## config.mk

```make
export PLATFORM = sky130hd
export DESIGN_NAME = vsync_shadow_bank
export DESIGN_NICKNAME = d
export VERILOG_FILES = /design/src/rtl/vsb_pkg.sv /design/src/rtl/vsb_window.sv /design/src/rtl/vsb_regctl.sv /design/src/rtl/vsb_readmux.sv /design/src/rtl/vsync_shadow_bank.sv
export SDC_FILE = /design/constraint.sdc
export NUM_CORES = 2
export LEC_CHECK = 0
export BUFFER_PORTS_ARGS = -buffer_cell sky130_fd_sc_hd__buf_2
export CELL_PAD_IN_SITES_DETAIL_PLACEMENT = 1
export CELL_PAD_IN_SITES_GLOBAL_PLACEMENT = 1
export CORE_UTILIZATION = 38
export DETAILED_ROUTE_END_ITERATION = 10
export GPL_TIMING_DRIVEN = 0
export MAX_ROUTING_LAYER = met4
export PLACE_DENSITY_LB_ADDON = 0.1
export REMOVE_ABC_BUFFERS = 1
export SETUP_SLACK_MARGIN = 0.1
export SLEW_MARGIN = 10
export SYNTH_ARGS = -nofsm -noshare
export SYNTH_HDL_FRONTEND = slang
export SYNTH_SLANG_ARGS = --single-unit
```

## constraint.sdc

```tcl
create_clock -name clk -period 12.4 [get_ports clk]
set_clock_uncertainty 0.15 [all_clocks]
set_input_delay 0.62 -clock clk [delete_from_list [all_inputs] [get_ports clk]]
set_output_delay 0.62 -clock clk [all_outputs]
set_load 0.02 [all_outputs]
```

## src/rtl/vsb_pkg.sv

```systemverilog
package vsb_pkg;
  // update register bit positions
  localparam int UPD_REQ_BIT = 0;
  localparam int UPD_RST_BIT = 1;
  // enable bit inside a window control word
  localparam int CTRL_EN_BIT = 0;
endpackage

```

## src/rtl/vsb_window.sv

```systemverilog
module vsb_window
  import vsb_pkg::*;
#(
  parameter int DW     = 32,
  parameter int NFIELD = 9,
  localparam int FW    = $clog2(NFIELD)
) (
  input  logic                 clk,
  input  logic                 rst,
  input  logic                 wr_en,
  input  logic [FW-1:0]        wr_field,
  input  logic [DW-1:0]        wr_data,
  input  logic                 vsync,
  input  logic                 protect,
  input  logic                 force_pend,
  input  logic [FW-1:0]        rd_field,
  output logic [DW-1:0]        rd_data,
  output logic [NFIELD*DW-1:0] act_o,
  output logic                 en_o,
  output logic                 pend_o
);
  logic [DW-1:0] shadow [NFIELD];
  logic [DW-1:0] active [NFIELD];
  logic          pend_q;
  logic          copy;

  assign copy = vsync && pend_q && !protect;

  always_ff @(posedge clk) begin
    if (rst) begin
      for (int f = 0; f < NFIELD; f++) begin
        shadow[f] <= '0;
        active[f] <= '0;
      end
      pend_q <= 1'b0;
    end else begin
      if (wr_en && (int'(wr_field) < NFIELD)) shadow[wr_field] <= wr_data;
      if (copy) begin
        for (int f = 0; f < NFIELD; f++) active[f] <= shadow[f];
      end
      pend_q <= (pend_q && !copy) || wr_en || force_pend;
    end
  end

  always_comb begin
    rd_data = '0;
    if (int'(rd_field) < NFIELD) rd_data = shadow[rd_field];
  end

  for (genvar g = 0; g < NFIELD; g++) begin : g_act
    assign act_o[g*DW +: DW] = active[g];
  end

  assign en_o   = active[NFIELD-1][CTRL_EN_BIT];
  assign pend_o = pend_q;
endmodule

```

## src/rtl/vsb_regctl.sv

```systemverilog
module vsb_regctl
  import vsb_pkg::*;
#(
  parameter int NWIN   = 2,
  parameter int NFIELD = 9,
  parameter int DW     = 32,
  parameter int AW     = 5,
  localparam int FW    = $clog2(NFIELD)
) (
  input  logic            clk,
  input  logic            rst,
  input  logic            wr_en,
  input  logic [AW-1:0]   wr_addr,
  input  logic [DW-1:0]   wr_data,
  output logic [NWIN-1:0] win_we,
  output logic [FW-1:0]   wr_field,
  output logic [NWIN-1:0] prot_q,
  output logic            force_pend,
  output logic            soft_rst
);
  localparam int PROT_ADDR = NWIN * NFIELD;
  localparam int UPD_ADDR  = PROT_ADDR + 1;

  always_comb begin
    automatic int a = int'(wr_addr);
    win_we     = '0;
    wr_field   = FW'(a % NFIELD);
    soft_rst   = wr_en && (a == UPD_ADDR) && wr_data[UPD_RST_BIT];
    force_pend = wr_en && (a == UPD_ADDR) && wr_data[UPD_REQ_BIT]
                 && !wr_data[UPD_RST_BIT];
    if (wr_en && (a < PROT_ADDR)) win_we[a / NFIELD] = 1'b1;
  end

  always_ff @(posedge clk) begin
    if (rst || soft_rst) prot_q <= '0;
    else if (wr_en && (int'(wr_addr) == PROT_ADDR)) prot_q <= wr_data[NWIN-1:0];
  end
endmodule

```

## src/rtl/vsb_readmux.sv

```systemverilog
module vsb_readmux
  import vsb_pkg::*;
#(
  parameter int NWIN   = 2,
  parameter int NFIELD = 9,
  parameter int DW     = 32,
  parameter int AW     = 5,
  localparam int FW    = $clog2(NFIELD)
) (
  input  logic               clk,
  input  logic               rst,
  input  logic [AW-1:0]      rd_addr,
  input  logic [NWIN*DW-1:0] win_rd,
  input  logic [NWIN-1:0]    prot,
  input  logic [NWIN-1:0]    pend,
  output logic [FW-1:0]      rd_field,
  output logic [DW-1:0]      rd_data_o
);
  localparam int PROT_ADDR = NWIN * NFIELD;
  localparam int UPD_ADDR  = PROT_ADDR + 1;

  logic [DW-1:0] nxt;

  always_comb begin
    automatic int a = int'(rd_addr);
    rd_field = FW'(a % NFIELD);
    nxt      = '0;
    if (a < PROT_ADDR)       nxt = win_rd[(a / NFIELD)*DW +: DW];
    else if (a == PROT_ADDR) nxt[NWIN-1:0] = prot;
    else if (a == UPD_ADDR)  nxt[UPD_REQ_BIT] = |pend;
  end

  always_ff @(posedge clk) begin
    if (rst) rd_data_o <= '0;
    else     rd_data_o <= nxt;
  end
endmodule

```

## src/rtl/vsync_shadow_bank.sv

```systemverilog
module vsync_shadow_bank #(
  parameter int NWIN   = 2,
  parameter int NFIELD = 9,
  parameter int DW     = 32,
  localparam int AW    = $clog2(NWIN*NFIELD + 2),
  localparam int FW    = $clog2(NFIELD)
) (
  input  logic                      clk,
  input  logic                      rst,
  input  logic                      wr_en_i,
  input  logic [AW-1:0]             wr_addr_i,
  input  logic [DW-1:0]             wr_data_i,
  input  logic [AW-1:0]             rd_addr_i,
  output logic [DW-1:0]             rd_data_o,
  input  logic                      vsync_i,
  output logic [NWIN*NFIELD*DW-1:0] act_o,
  output logic [NWIN-1:0]           win_en_o
);
  logic [NWIN-1:0]    win_we;
  logic [FW-1:0]      wr_field;
  logic [FW-1:0]      rd_field;
  logic [NWIN-1:0]    prot_q;
  logic [NWIN-1:0]    pend;
  logic               force_pend;
  logic               soft_rst;
  logic [NWIN*DW-1:0] win_rd;

  vsb_regctl #(.NWIN(NWIN), .NFIELD(NFIELD), .DW(DW), .AW(AW)) u_regctl (
    .clk(clk), .rst(rst), .wr_en(wr_en_i), .wr_addr(wr_addr_i),
    .wr_data(wr_data_i), .win_we(win_we), .wr_field(wr_field),
    .prot_q(prot_q), .force_pend(force_pend), .soft_rst(soft_rst)
  );

  for (genvar w = 0; w < NWIN; w++) begin : g_win
    vsb_window #(.DW(DW), .NFIELD(NFIELD)) u_win (
      .clk(clk), .rst(rst || soft_rst), .wr_en(win_we[w]),
      .wr_field(wr_field), .wr_data(wr_data_i), .vsync(vsync_i),
      .protect(prot_q[w]), .force_pend(force_pend),
      .rd_field(rd_field), .rd_data(win_rd[w*DW +: DW]),
      .act_o(act_o[w*NFIELD*DW +: NFIELD*DW]), .en_o(win_en_o[w]),
      .pend_o(pend[w])
    );
  end

  vsb_readmux #(.NWIN(NWIN), .NFIELD(NFIELD), .DW(DW), .AW(AW)) u_readmux (
    .clk(clk), .rst(rst), .rd_addr(rd_addr_i), .win_rd(win_rd),
    .prot(prot_q), .pend(pend), .rd_field(rd_field), .rd_data_o(rd_data_o)
  );
endmodule

```

==> out/metrics.cfg <==
[drt]
vias=34352
final_antenna_net_count=0
routedWlPerCell_um=28.21
drt_wl_total_um=187800
drt_iter0_markers=2572
drc=0
drt_pass1_iterations=5
routed_via_density=5.162

[synth]
synth_warnings=0
yosysUniqueCellTypes=75
synth_top_family_by_area=simple AND/OR/NAND/NOR gates
yosysTopAreaCell=edfxtp_1
postSynthCellCount=3863
syn_area_um2=54280
yosysSeqAreaShare_pct=71.97
synth_top_area_share_pct=70.64
synthSimpleGateAreaFrac_pct=19.39
synth-xor-area-share_pct=0.1268
ys_top_cells_by_area=edfxtp_1 71%, and2_1 12%, nand2_1 2.8%
synth-edff-count=1277
synth_adder_area_share_pct=0.2305
avgSynthCellArea_um2=14.05
synth_mux_area_share_pct=2.727
async_flop_share_pct=0
synth_seq_cells=1313
synth_compound_area_share_pct=3.285
yosys_most_used_dff=edfxtp_1

[critical_path]
worstPathCellList=buf_2, inv_1, ha_1, or3_1, o21a_1, xnor2_1, ha_1, inv_1, a32oi_1, nor2b_1, o32ai_2, nand4_1, o21bai_1, nor2b_4, buf_16, nand2b_4
arrival_ps=6570
critPathMaxFanout=32
worst_setup_path_start_kind=input pin
cpMaxStageDelayCell=o32ai_2
path_class=input pin to flip-flop
cp.required_ps=12630
endpoint_kind=flip-flop
r2r_cells=8
max_stage_delay_ps=930

[power]
pwr-share-clk_pct=40.2
combPwrFrac_pct=11.8
p_leak_uw=0.02641
p_total_uw=10920
max-vdd-ir-drop_v=0.00009417
p_int_uw=8123
switching_share_pct=25.61
power.density_nw_per_um2=162.5
pwr-share-seq_pct=48.0
p_sw_uw=2797

[floorplanning]
die_area_um2=144400
die_x_um=380.0
start_util_pct=38.34
die_h_um=380.0
std_cell_rows=138
core-area_um2=141600
ios=656

[grt]
grt_pass1_vias=35562
grt_max_degree=91
grtUsageTotal_pct=26.52
grt_antenna_before_repair=17
grtUsageMet1_pct=33.34
grt_pass1_wl_um=263700
met2_usage_pct=43.73
use_met3_pct=3.850
overflow=0
grt_busiest_layer=met2

[clock_tree]
cts_root_buf=clkbuf_16
numCtsBuffers=147
cts_tree=done
cts.sinks=1313
cts.repair.resized=0
h-tree-depth=4
clockBufferDepth=3
clk_pin_slew_worst_paths_ps=60
clkLatencyLatePin_ps=780

[final_layout]
area_delta_synth_final_pct=23.82
drive_gt1_share_pct=23.02
fillers=14297
fin_util_pct=47.47
final_cell_area_um2=67210
fin_nets=4697
fin_cells=6655

[sta]
fin_crit_sh_pct=51.10
setup-violations-final=0
relSlewSlack_pct=12.14
worstMarginPinSlew_ps=1318
fin_tns_setup_ps=0
min_period_ps=6336
max_clock_freq_mhz=157.8
maxSlewViolCount=0
rsz0062_at_grt=no
final-hold-violation-count=0

[hold_path]
hp-class=input pin to flip-flop
min_path_cells=4

[place]
placed_area_um2=62410
hpwl_um=130700
place_congestion=0.8064
io_buffers=655
placed_cells=6381

[outcome]
status=completed

[run]
maxCapViolations=0

==> synthesized netlist by cell type (all sizes together), types with 3 or more instances <==
cell    number
edfxtp    1277
and2      1055
nand2      402
clkbuf     233
and3       135
nand3       99
a21oi       76
mux2i       68
buf         54
nand2b      40
a31oi       38
dfxtp       36
nand4       36
nor4        36
o22ai       33
a211oi      32
mux4        32
o311ai      29
nor2        21
o21ai       17
inv         12
nor3        12
ha          10
mux2         7
xnor2        6
a21o         5
nor2b        5
a32oi        4
nor3b        4
or3          4
a221o        3
a311oi       3
and2b        3
o21bai       3
==> per-stage QoR <==
| step | hold WS [ps] | setup WS [ps] |
|---|---|---|
| global placement | 354.5 | -13630 |
| floorplan | 310.3 | -1346 |
| detailed placement | 365.7 | 5201 |
| global route | 149.2 | 5730 |
| finish | 129.3 | 6064 |
| CTS | 54.96 | 6027 |
==> placed cells by master, fill, tap and decap left out, types with 5 or more instances in the layout <==
cell type	synthesis	layout
buf_4	7	7
diode_2	0	8
clkbuf_8	0	10
nor2_4	0	9
a211oi_1	31	31
nand3_1	99	98
buf_6	1	15
o22ai_1	33	32
clkinvlp_4	0	5
bufinv_16	0	15
nand2_1	402	395
clkinv_1	0	32
o311ai_1	29	29
a31oi_1	38	35
nand2b_1	40	31
o21ai_0	16	11
edfxtp_1	1277	1277
mux4_2	32	32
dfxtp_1	36	36
nand2b_4	0	6
buf_2	38	657
clkinv_2	0	15
o21ai_4	0	6
clkbuf_16	0	151
inv_1	10	10
nor3_1	7	6
nor4_1	35	33
nand4_1	36	36
ha_1	10	10
buf_16	0	52
conb_1	1	125
and2_1	1055	1055
mux2i_1	68	67
nor2_1	21	12
a21oi_1	76	76
clkbuf_1	211	33
buf_12	0	40
and3_1	135	135
buf_8	0	20
==> power by group through the flow <==
stage               clock, µW  combinational [µW]  sequential (µW)
floorplan                   0                 534             5440
global placement            0                1270             5400
detailed placement          0                1300             5340
CTS                      4480                1310             5250
global route             4610                1360             5270
finish                   4390                1290             5240
==> routing by layer <==
layer	share of wire (%)	wire length (µm)
met5	0	0
met3	4.9	9275
met1	42	78640
met4	3.6	6712
met2	50	93140
==> sequential cells by signal (all words and copies together) (netlist names) <==
| signal | flops |
|---|---|
| g_win.u_win.pend_o | 2 |
| u_readmux.rd_data_o | 32 |
| g_win.u_win.shadow | 701 |
| g_win.u_win.active | 576 |
| u_regctl.prot_q | 2 |
==> critical path: cells and delay by family <==
kind | cells | cell delay [ps]
XOR/XNOR | 1 | 680
adder cells (fa/ha/maj) | 2 | 510
AO/OA/AOI/OAI | 4 | 1950
AND/OR/NAND/NOR | 5 | 2200
buffers and inverters | 4 | 540
==> logic make-up (layout without fill, tap and decap cells) <==
logic type      after synthesis  count (layout)
compound gates              265             265
other cells                   1             133
flops                      1313            1313
fa+ha+maj                    10              10
xor+xnor                      7               7
mux                         107             107
simple gates               1861            1861
buf+inv                     299            1069
==> repair_timing <==
item,4_1_cts,5_1_grt
hold endpoints to repair,1,0
setup buffers,0,0
hold buffers,1,0
==> layout make-up <==
type                    count  area, µm²  area share [%]
diodes                      8      20.02         0.02979
well taps                1890       2365           3.518
repair buffers            792       6052           9.005
inverters                  12      45.04         0.06702
clock buffers             194       4040           6.011
flip-flops and latches   1313      39070           58.13
multi-input cells        2375      14890           22.15
clock inverters            71      733.2           1.091
==> path summary, 6_finish.rpt <==
| path | endpoint | startpoint | slack (ps) |
|---|---|---|---|
| hold reg to reg | g_win[1].u_win.pend_o | g_win[1].u_win.pend_o | 380 |
| hold / removal | g_win[1].u_win.pend_o | vsync_i | 130 |
| setup reg to reg | g_win[0].u_win.active[0][199] | u_regctl.prot_q[0] | 9540 |
| setup / recovery | g_win[1].u_win.shadow[5][24] | wr_addr_i[2] | 6060 |
Power figures use the tool's default switching activity.
